===== src/rtl/offcal_pkg.sv =====
package offcal_pkg;
  // Strobes from the sequencer to each channel datapath
  typedef struct packed {
    logic clearAcc;  // start of window: zero the accumulator
    logic accEn;     // add this cycle's deviation
    logic loadOff;   // last window cycle: commit the averaged offset
  } calStrobes_t;
endpackage


===== src/rtl/offcal_ctrl.sv =====
module offcal_ctrl
  import offcal_pkg::*;
#(
  parameter int SETTLE   = 2,
  parameter int AVG_LOG2 = 5
) (
  input  logic        clk,
  input  logic        rstN,
  input  logic        calReq,
  output logic        busy,
  output calStrobes_t strb
);
  localparam int SEQ_LEN = SETTLE + (1 << AVG_LOG2);
  localparam int CNT_W   = $clog2(SEQ_LEN);
  localparam logic [CNT_W-1:0] LAST_CNT  = CNT_W'(SEQ_LEN - 1);
  localparam logic [CNT_W-1:0] FIRST_ACC = CNT_W'(SETTLE);

  logic             calReqQ;
  logic             active;
  logic [CNT_W-1:0] seqCnt;
  logic             reqRise;

  assign reqRise = calReq & ~calReqQ;
  assign busy    = active;

  always_comb begin
    strb.clearAcc = reqRise & ~active;
    strb.accEn    = active && (seqCnt >= FIRST_ACC);
    strb.loadOff  = active && (seqCnt == LAST_CNT);
  end

  always_ff @(posedge clk or negedge rstN) begin
    if (!rstN) begin
      calReqQ <= 1'b0;
      active  <= 1'b0;
      seqCnt  <= '0;
    end else begin
      calReqQ <= calReq;
      if (active) begin
        if (seqCnt == LAST_CNT) begin
          active <= 1'b0;
          seqCnt <= '0;
        end else begin
          seqCnt <= seqCnt + 1'b1;
        end
      end else if (reqRise) begin
        active <= 1'b1;
        seqCnt <= '0;
      end
    end
  end

  // Independent run-length counter for the window length check
  logic [CNT_W:0] runLen;
  always_ff @(posedge clk or negedge rstN) begin
    if (!rstN)     runLen <= '0;
    else if (busy) runLen <= runLen + 1'b1;
    else           runLen <= '0;
  end

  p_start_on_edge_r2: assert property (@(posedge clk) disable iff (!rstN)
    $rose(busy) |-> $past(calReq));

  p_window_len_r3: assert property (@(posedge clk) disable iff (!rstN)
    $fell(busy) |-> (runLen == (CNT_W+1)'(SEQ_LEN)));

  p_no_restart_r4: assert property (@(posedge clk) disable iff (!rstN)
    (busy && !strb.loadOff) |=> busy);

  p_load_ends_r6: assert property (@(posedge clk) disable iff (!rstN)
    strb.loadOff |=> !busy);
endmodule


===== src/rtl/offcal_datapath.sv =====
module offcal_datapath
  import offcal_pkg::*;
#(
  parameter int SAMPLE_W = 10,
  parameter int AVG_LOG2 = 5
) (
  input  logic                clk,
  input  logic                rstN,
  input  calStrobes_t         strb,
  input  logic [SAMPLE_W-1:0] sampleIn,
  output logic [SAMPLE_W-1:0] corrOut
);
  localparam int OFF_W  = SAMPLE_W + 1;
  localparam int ACC_W  = SAMPLE_W + AVG_LOG2 + 1;
  localparam int DIFF_W = SAMPLE_W + 2;
  localparam logic signed [OFF_W-1:0]  MID  = OFF_W'(1 << (SAMPLE_W - 1));
  localparam logic signed [DIFF_W-1:0] MAXV = DIFF_W'((1 << SAMPLE_W) - 1);

  logic signed [OFF_W-1:0]  dev;
  logic signed [OFF_W-1:0]  offReg;
  logic signed [ACC_W-1:0]  acc;
  logic signed [ACC_W-1:0]  accNext;
  logic signed [DIFF_W-1:0] rawDiff;
  logic [SAMPLE_W-1:0]      clampVal;

  always_comb begin
    dev     = $signed({1'b0, sampleIn}) - MID;
    accNext = acc + ACC_W'(dev);
    rawDiff = $signed({2'b00, sampleIn}) - DIFF_W'(offReg);
    if (rawDiff < 0)         clampVal = '0;
    else if (rawDiff > MAXV) clampVal = '1;
    else                     clampVal = rawDiff[SAMPLE_W-1:0];
  end

  always_ff @(posedge clk or negedge rstN) begin
    if (!rstN) begin
      acc     <= '0;
      offReg  <= '0;
      corrOut <= '0;
    end else begin
      corrOut <= clampVal;
      if (strb.clearAcc)   acc <= '0;
      else if (strb.accEn) acc <= accNext;
      if (strb.loadOff)    offReg <= OFF_W'(accNext >>> AVG_LOG2);
    end
  end

  p_hold_offset_r10: assert property (@(posedge clk) disable iff (!rstN)
    !strb.loadOff |=> $stable(offReg));

  p_clamp_low_r8: assert property (@(posedge clk) disable iff (!rstN)
    (rawDiff < 0) |=> (corrOut == '0));

  p_clamp_high_r8: assert property (@(posedge clk) disable iff (!rstN)
    (rawDiff > MAXV) |=> (corrOut == '1));
endmodule


===== src/rtl/offset_cal_engine.sv =====
module offset_cal_engine
  import offcal_pkg::*;
#(
  parameter int SAMPLE_W = 10,
  parameter int SETTLE   = 2,
  parameter int AVG_LOG2 = 5
) (
  input  logic                clk,
  input  logic                rstN,
  input  logic                calReq,
  input  logic [SAMPLE_W-1:0] iSample,
  input  logic [SAMPLE_W-1:0] qSample,
  output logic [SAMPLE_W-1:0] iCorr,
  output logic [SAMPLE_W-1:0] qCorr,
  output logic                busy
);
  localparam int NUM_CH = 2;

  calStrobes_t         strb;
  logic [SAMPLE_W-1:0] chIn  [NUM_CH];
  logic [SAMPLE_W-1:0] chOut [NUM_CH];

  assign chIn[0] = iSample;
  assign chIn[1] = qSample;
  assign iCorr   = chOut[0];
  assign qCorr   = chOut[1];

  offcal_ctrl #(.SETTLE(SETTLE), .AVG_LOG2(AVG_LOG2)) u_ctrl (
    .clk(clk), .rstN(rstN), .calReq(calReq), .busy(busy), .strb(strb)
  );

  for (genvar c = 0; c < NUM_CH; c++) begin : g_ch
    offcal_datapath #(.SAMPLE_W(SAMPLE_W), .AVG_LOG2(AVG_LOG2)) u_dp (
      .clk(clk), .rstN(rstN), .strb(strb),
      .sampleIn(chIn[c]), .corrOut(chOut[c])
    );
  end
endmodule


===== config.mk =====
export PLATFORM = sky130hd
export DESIGN_NAME = offset_cal_engine
export DESIGN_NICKNAME = d
export VERILOG_FILES = /design/src/rtl/offcal_pkg.sv /design/src/rtl/offcal_ctrl.sv /design/src/rtl/offcal_datapath.sv /design/src/rtl/offset_cal_engine.sv
export SDC_FILE = /design/constraint.sdc
export NUM_CORES = 1
export LEC_CHECK = 0
export BUFFER_PORTS_ARGS = -buffer_cell sky130_fd_sc_hd__buf_4
export CAP_MARGIN = 40
export CORE_MARGIN = 2
export CORE_UTILIZATION = 50
export DETAILED_ROUTE_END_ITERATION = 16
export GPL_TIMING_DRIVEN = 0
export PLACE_DENSITY = 0.75
export SLEW_MARGIN = 30
export SYNTH_ARGS = -nofsm -noshare
export SYNTH_HDL_FRONTEND = slang
export SYNTH_SLANG_ARGS = --single-unit

===== constraint.sdc =====
create_clock -name clk -period 2.8 [get_ports clk]
set_clock_uncertainty 0.15 [all_clocks]
set_input_delay 0.14 -clock clk [delete_from_list [all_inputs] [get_ports clk]]
set_output_delay 0.14 -clock clk [all_outputs]
set_load 0.01 [all_outputs]

==> results.md, run 1 <==
- Outcome: finished clean
- Share of layout cells above drive strength 1: 13.9%
- Hold Vio Cnt, Final: 0
- Num rows: 38
- FILL cells: 939
- Remaining Overflow, GRT: 0
- Seq/Total Area, Yosys: 36.4%
- P&R area growth vs syn: 15.4%
- Top FF cell, synth: dfrtp_1
- Final worst path period need: 2.63 ns
- Largest net degree at the start of global routing: 83
- Vias per inst: 5.88
- Worst rel slew slack: 50.1%
- EDFF count, synth: 0
- Synth Register Bits: 82
- Clk buf depth: 2
- Post-Synth Simple-Gate Area: 13.1%
- Root Driver: clkbuf_16
- Post-DP HPWL: 9810 µm
- First-pass GRT wire length: 22100 µm
- Worst setup SP type: flop
- Total CTS buffers: 9
- Max Freq: 0.380 GHz
- Fraction of the mapped netlist area in adder cells: 13.2%
- Xor and xnor area share after synthesis: 6.39%
- GRT Util Overall: 23.4%
- Hold Crit Class: primary input to flop
- Setup Crit Path Kind: flop to flop
- DR vias: 4761
- Nets: 745
- Initial DRC Count: 352
- Post-Route WL: 13300 µm
- Largest family of logic cells by synthesized area: compound AO/OA/AOI/OAI gates
- Syn_nets: 688
- WL/cell: 16.5 µm
- Max H-tree Level: 3
- Hold_ws: 0.00640 ns
- CTS tree: built
- Clock transition at path regs: 0.06 ns
- N_diodes: 0
- Final Util: 59.5%
- Initial antenna violation count: 0
- Post-DRT Antenna Nets: 0
- Max-slew violation count: 0
- Die ar.: 12100 µm²
- Max IR drop VDD: 0.475 mV
- Crit path DAT: 2.71 ns
- Die Wd: 110 µm
- Mean Syn Cell Area: 9.27 µm²
- Async S/R FF share, synth: 100%
- Setup TNS: 0 ns
- Die H: 110 µm
- Max Cap Violations: 0
- Final GP Congestion: 0.946
- DRC Markers: 0
- Crit path max fanout: 10
- Ys Warns: 0
- Port bufs: 43
- P_leak: 3.03 nW
- Hold depth: 3
- Initial core utilization: 51.6%
- Sink Count: 82
- Core ar.: 10900 µm²
- Mapped Area: 5640 µm²
- Worst-skew pair later-pin latency: 0.34 ns
- Reg2Reg Depth: 9
- Worst setup EP type: flop
- Vias in the first global route: 4669
- Post-Synthesis Cells: 608
- Pwr Density: 1330 nW/µm²
- # IOs: 44
- Netlist cell types: 62
- Design Power: 8.67 mW
- Final period util: 94.0%
- Worst EP required: 2.88 ns
- Final setup fails: 0
- First-pass DRT Iterations: 7
- Slew of the pin with the lowest slew margin: 0.749 ns
- Post-synthesis mux area share: 2.40%
- Synth Area in Compound Gates: 24.5%
==> worst max-delay path: stages (launching register included) <==
cell	delay, ns
dfrtp_1	0.36
ha_1	0.17
inv_1	0.05
fa_1	0.41
a21o_1	0.20
a21oi_1	0.23
o21ai_1	0.19
a211oi_2	0.29
o32ai_4	0.20
a211o_1	0.26
==> where the power goes <==
part	leakage, nW	total (mW)	internal (mW)	switching (mW)
Sequential	0.973	2.17	1.82	0.346
Clock	0.134	1.16	0.674	0.487
Combinational	1.92	5.34	2.39	2.96
==> synthesized netlist by cell type, types with 2 or more instances <==
library cell,n,share of area (%)
nand2_1,64,4.3
nor2b_1,3,0.33
or3_1,5,0.55
nand2b_1,12,1.3
buf_2,7,0.62
xor2_1,20,3.1
o31ai_1,2,0.27
fa_1,4,1.4
a21o_1,16,2.1
a211o_1,4,0.62
mux2_2,9,1.8
xnor2_1,16,2.5
dfrtp_1,82,36
o211ai_1,9,1.2
nand3_1,15,1.3
o311ai_0,2,0.31
a32o_1,3,0.53
nor3_1,12,1.1
a31oi_1,3,0.33
o221ai_1,2,0.31
a22o_1,16,2.5
clkbuf_1,6,0.40
xnor3_1,2,0.80
nand4_1,3,0.33
a211oi_2,3,0.67
o21ai_1,6,0.53
inv_1,43,2.9
o21a_1,26,3.5
mux2i_1,2,0.36
a2111oi_0,4,0.62
and3_1,2,0.22
o21ai_0,40,3.6
ha_1,53,12
a211oi_1,7,0.93
o21bai_1,7,0.93
nor2_2,2,0.22
a21oi_1,34,3.0
nor2_1,38,2.5
==> cell type report <==
| class | count | area [µm²] | area share (%) |
|---|---|---|---|
| Inverter | 43 | 161 | 2.48 |
| Timing Repair Buffer | 46 | 374 | 5.75 |
| Tap cell | 140 | 175 | 2.69 |
| Multi-Input combinational cell | 469 | 3390 | 52.0 |
| Buffer | 14 | 65.1 | 1.00 |
| Sequential cell | 82 | 2050 | 31.5 |
| Clock inverter | 3 | 22.5 | 0.346 |
| Clock buffer | 13 | 270 | 4.15 |
==> registers in the layout, indices dropped and copies added (netlist names) <==
name / count
g_ch.u_dp.acc: 32
g_ch.u_dp.corrOut: 20
u_ctrl.calReqQ: 1
u_ctrl.busy: 1
u_ctrl.seqCnt: 6
g_ch.u_dp.offReg: 22
==> cells in the final DEF (no fill, tap or decap), drive strengths merged, types with 12 or more instances in the layout <==
master	Yosys	layout
inv	43	43
clkbuf	6	19
ha	53	53
a22o	16	16
nor2	40	40
xor2	20	20
buf	8	52
a21oi	35	35
xnor2	16	16
nor3	12	12
o21a	27	27
dfrtp	82	82
nand3	15	15
a21o	16	16
nand2	64	64
nand2b	12	12
o21ai	46	46
==> path summary, 6_finish.rpt <==
| check | start | endpoint | slack [ns] |
|---|---|---|---|
| max in group asynchronous | rstN | u_ctrl.seqCnt[4] | 1.90 |
| setup / recovery | g_ch[0].u_dp.offReg[0] | g_ch[0].u_dp.corrOut[9] | 0.17 |
| hold reg to reg | g_ch[1].u_dp.offReg[0] | g_ch[1].u_dp.offReg[0] | 0.33 |
| hold / removal | qSample[0] | g_ch[1].u_dp.acc[0] | 0.006 |
| setup reg to reg | g_ch[0].u_dp.offReg[0] | g_ch[0].u_dp.corrOut[9] | 0.17 |
| min in group asynchronous | rstN | g_ch[1].u_dp.corrOut[5] | 0.02 |
==> through the flow <==
step	std cells	cell area, µm²	worst slack, ns
after floorplan	608	5640	0.385
after global placement	791	6140	0.167
after detailed placement	791	6140	0.101
after CTS	809	6450	0.0447
after global routing	810	6510	-0.0239
final	810	6510	0.169
==> cells by family after synthesis <==
| family | count (synthesis) |
|---|---|
| buffers and inverters | 57 |
| XOR/XNOR | 38 |
| multiplexers | 12 |
| AO/OA/AOI/OAI | 199 |
| adder cells (fa/ha/maj) | 57 |
| flip-flops | 82 |
| AND/OR/NAND/NOR | 163 |
==> timing repair <==
| action | in CTS | in global routing |
|---|---|---|
| gates resized for setup | 0 | 5 |
| hold buffers | 2 | 0 |
| setup buffers | 0 | 0 |
| setup endpoints to repair | 0 | 14 |
| endpoints found under the hold margin | 83 | 0 |
==> routing by layer <==
| layer | vias to the layer above | GRT usage [%] | share of wire, % |
|---|---|---|---|
| met5 | - | 0 | 0 |
| li1 | 2312 | - | - |
| met3 | 33 | 3.00 | 3.4 |
| met4 | 0 | 12.5 | 3.1 |
| met1 | 2293 | 31.8 | 47 |
| met2 | 123 | 36.3 | 46 |
No activity file was read; power rests on OpenSTA's default activity.
==> run 2: changes to the inputs <==
==> constraint.sdc (replaced) <==
create_clock -name clk -period 3.33 [get_ports clk]
set_clock_uncertainty 0.15 [all_clocks]
set_input_delay 0.1665 -clock clk [delete_from_list [all_inputs] [get_ports clk]]
set_output_delay 0.1665 -clock clk [all_outputs]
set_load 0.01 [all_outputs]
==> run 2 against run 1 <==
Effect of this change:
- sequential share of layout area up 0.13 points
- die area unchanged
- critical endpoint is now g_ch[0].u_dp.corrOut[8]
- fmax decreased by 5.1%
- highest routed layer unchanged
- critical path type unchanged
- design area fell by 0.40%
- largest power group unchanged
- clock power down 16%
- clock-buffer cell count is the same
==> results.md, run 2 (same netlist as run 1, synthesis figures left out) <==
- CP Cell Sequence: ha_1 -> inv_1 -> fa_1 -> a21o_1 -> a21oi_1 -> o21ai_0 -> o32ai_2 -> o21a_1 (was ha_1 -> inv_1 -> fa_1 -> a21o_1 -> a21oi_1 -> o21ai_1 -> a211oi_2 -> o32ai_4 -> a211o_1)
- Worst-skew pair later-pin latency: 0.34 ns (about the same)
- Pwr Density: 1120 nW/µm² (was 1330 nW/µm²)
- Slew of the pin with the lowest slew margin: 0.704 ns (was 0.749 ns)
- Num rows: 38 (unchanged)
- Core ar.: 10900 µm² (unchanged)
- Initial DRC Count: 385 (was 352)
- Die ar.: 12100 µm² (unchanged)
- Post-DRT Antenna Nets: 0 (unchanged)
- Commonest non-fill, non-tap cell in the layout: dfrtp_1 (unchanged)
- Max-slew violation count: 0 (unchanged)
- First-pass DRT Iterations: 5 (was 7)
- Hold Vio Cnt, Final: 0 (unchanged)
- Max reg flops: 32 (unchanged)
- Post-Route WL: 13300 µm (about the same)
- Dpl ws: 0.631 ns (was 0.101 ns)
- GRT Util Overall: 23.4% (unchanged)
- Remaining Overflow, GRT: 0 (unchanged)
- DRC Markers: 0 (unchanged)
- # IOs: 44 (unchanged)
- Worst rel slew slack: 53.0% (was 50.1%)
- WL/cell: 16.5 µm (about the same)
- Die Wd: 110 µm (unchanged)
- Vias in the first global route: 4669 (unchanged)
- Initial core utilization: 51.6% (unchanged)
- Crit path max fanout: 10 (unchanged)
- Final GP Congestion: 0.946 (unchanged)
- Port bufs: 43 (unchanged)
- CTS tree: built (unchanged)
- Max incr delay on CP: 0.67 ns (was 0.41 ns)
- Clk buf depth: 2 (unchanged)
- Total CTS buffers: 9 (unchanged)
- First-pass GRT wire length: 22100 µm (unchanged)
- Worst setup EP type: flop (unchanged)
- Setup TNS: 0 ns (unchanged)
- Die H: 110 µm (unchanged)
- Max Cap Violations: 0 (unchanged)
- Sink Count: 82 (unchanged)
- Share of layout cells above drive strength 1: 13.4% (was 13.9%)
- Final setup fails: 0 (unchanged)
- Root Driver: clkbuf_16 (unchanged)
- Final period util: 83.3% (was 94.0%)
- Most frequent cells in the layout: 82 x dfrtp_1, 64 x nand2_1, 53 x ha_1 (unchanged)
- CP max-delay cell: o32ai_2 (was fa_1)
- Post-DP HPWL: 9810 µm (unchanged)
- DR vias: 4788 (was 4761)
- Largest net degree at the start of global routing: 83 (unchanged)
- Hold Crit Class: primary input to flop (unchanged)
- Fin worst setup slack: 0.557 ns (was 0.169 ns)
- Setup Crit Path Kind: flop to flop (unchanged)
- Nets: 745 (unchanged)
- Final worst path period need: 2.77 ns (was 2.63 ns)
- Final Util: 59.3% (was 59.5%)
- Max Freq: 0.361 GHz (was 0.380 GHz)
- Design Power: 7.26 mW (was 8.67 mW)
- Worst setup SP type: flop (unchanged)
- N_diodes: 0 (unchanged)
- Unrepaired setup endpoints after global routing: no
- Max H-tree Level: 3 (unchanged)
- Most flops, register: g_ch.u_dp.acc (unchanged)
- Regs by FF count: g_ch.u_dp.acc: 32 flops, g_ch.u_dp.offReg: 22 flops, g_ch.u_dp.corrOut: 20 flops (unchanged)
- Initial antenna violation count: 0 (unchanged)
- P&R area growth vs syn: 14.9% (was 15.4%)
- Outcome: finished clean (unchanged)
- Max IR drop VDD: 0.399 mV (was 0.475 mV)
- Vias per inst: 5.91 (was 5.88)
- Clock transition at path regs: 0.06 ns (about the same)
- Worst EP required: 3.45 ns (was 2.88 ns)
- Crit path DAT: 2.90 ns (was 2.71 ns)
- P_leak: 3.03 nW (about the same)
-- run 2: cell counts in the layout (fill, tap and decap cells not counted) --
No cell type changed its count.
-- run 2: metal layers --
layer,wire length (µm),GRT usage (%),vias up
met5,0,0,-
met4,425,12.5,0
met3,508,3.00,33
met2,6230,36.3,137
met1,6180,31.8,2301
li1,-,-,2317
-- run 2: repair_timing --
action / in CTS / in global routing
endpoints found under the setup margin: 0 / 0
hold endpoints to repair: 83 / 0
setup buffers: 0 / 0
gates resized for setup: 0 / 0
hold buffers: 2 / 0
-- run 2: report_power, final --
group,switching (mW),internal [mW]
clock network,0.410,0.567
registers,0.292,1.53
logic,2.47,1.99
-- run 2: path summary, 6_finish.rpt --
kind | startpoint | end | slack, ns | cells past startpoint
setup / recovery | g_ch[0].u_dp.offReg[0] | g_ch[0].u_dp.corrOut[8] | 0.56 | 8
hold / removal | qSample[0] | g_ch[1].u_dp.acc[0] | 0.03 | 3
setup reg to reg | g_ch[0].u_dp.offReg[0] | g_ch[0].u_dp.corrOut[8] | 0.56 | 8
hold reg to reg | g_ch[1].u_dp.offReg[0] | g_ch[1].u_dp.offReg[0] | 0.33 | 2
max in group asynchronous | rstN | g_ch[1].u_dp.acc[14] | 2.42 | 3
min in group asynchronous | rstN | g_ch[1].u_dp.corrOut[5] | 0.05 | 2
-- run 2: through the flow --
stage               cells  cell area [µm²]  hold slack, ns
finish                810             6480          0.0340
global route          810             6480          0.0642
CTS                   809             6450          0.0287
detailed placement    791             6140           0.125
global placement      791             6140           0.136
floorplan             608             5640          -0.279
-- run 2: area by class of cell --
cell class / count / area [µm²]
Fill cell: 943 / 4460
Multi-Input combinational cell: 469 / 3360
Timing Repair Buffer: 46 / 374
Sequential cell: 82 / 2050
Clock buffer: 13 / 270
Buffer: 14 / 65.1
Inverter: 43 / 161
Tap cell: 140 / 175
Clock inverter: 3 / 22.5
-- run 2: critical path: cells and delay by family, from the launching register on --
family / cells / cell delay, ns
compound gates: 5 / 1.55
buf+inv: 1 / 0.05
fa+ha+maj: 2 / 0.58
flops: 1 / 0.36
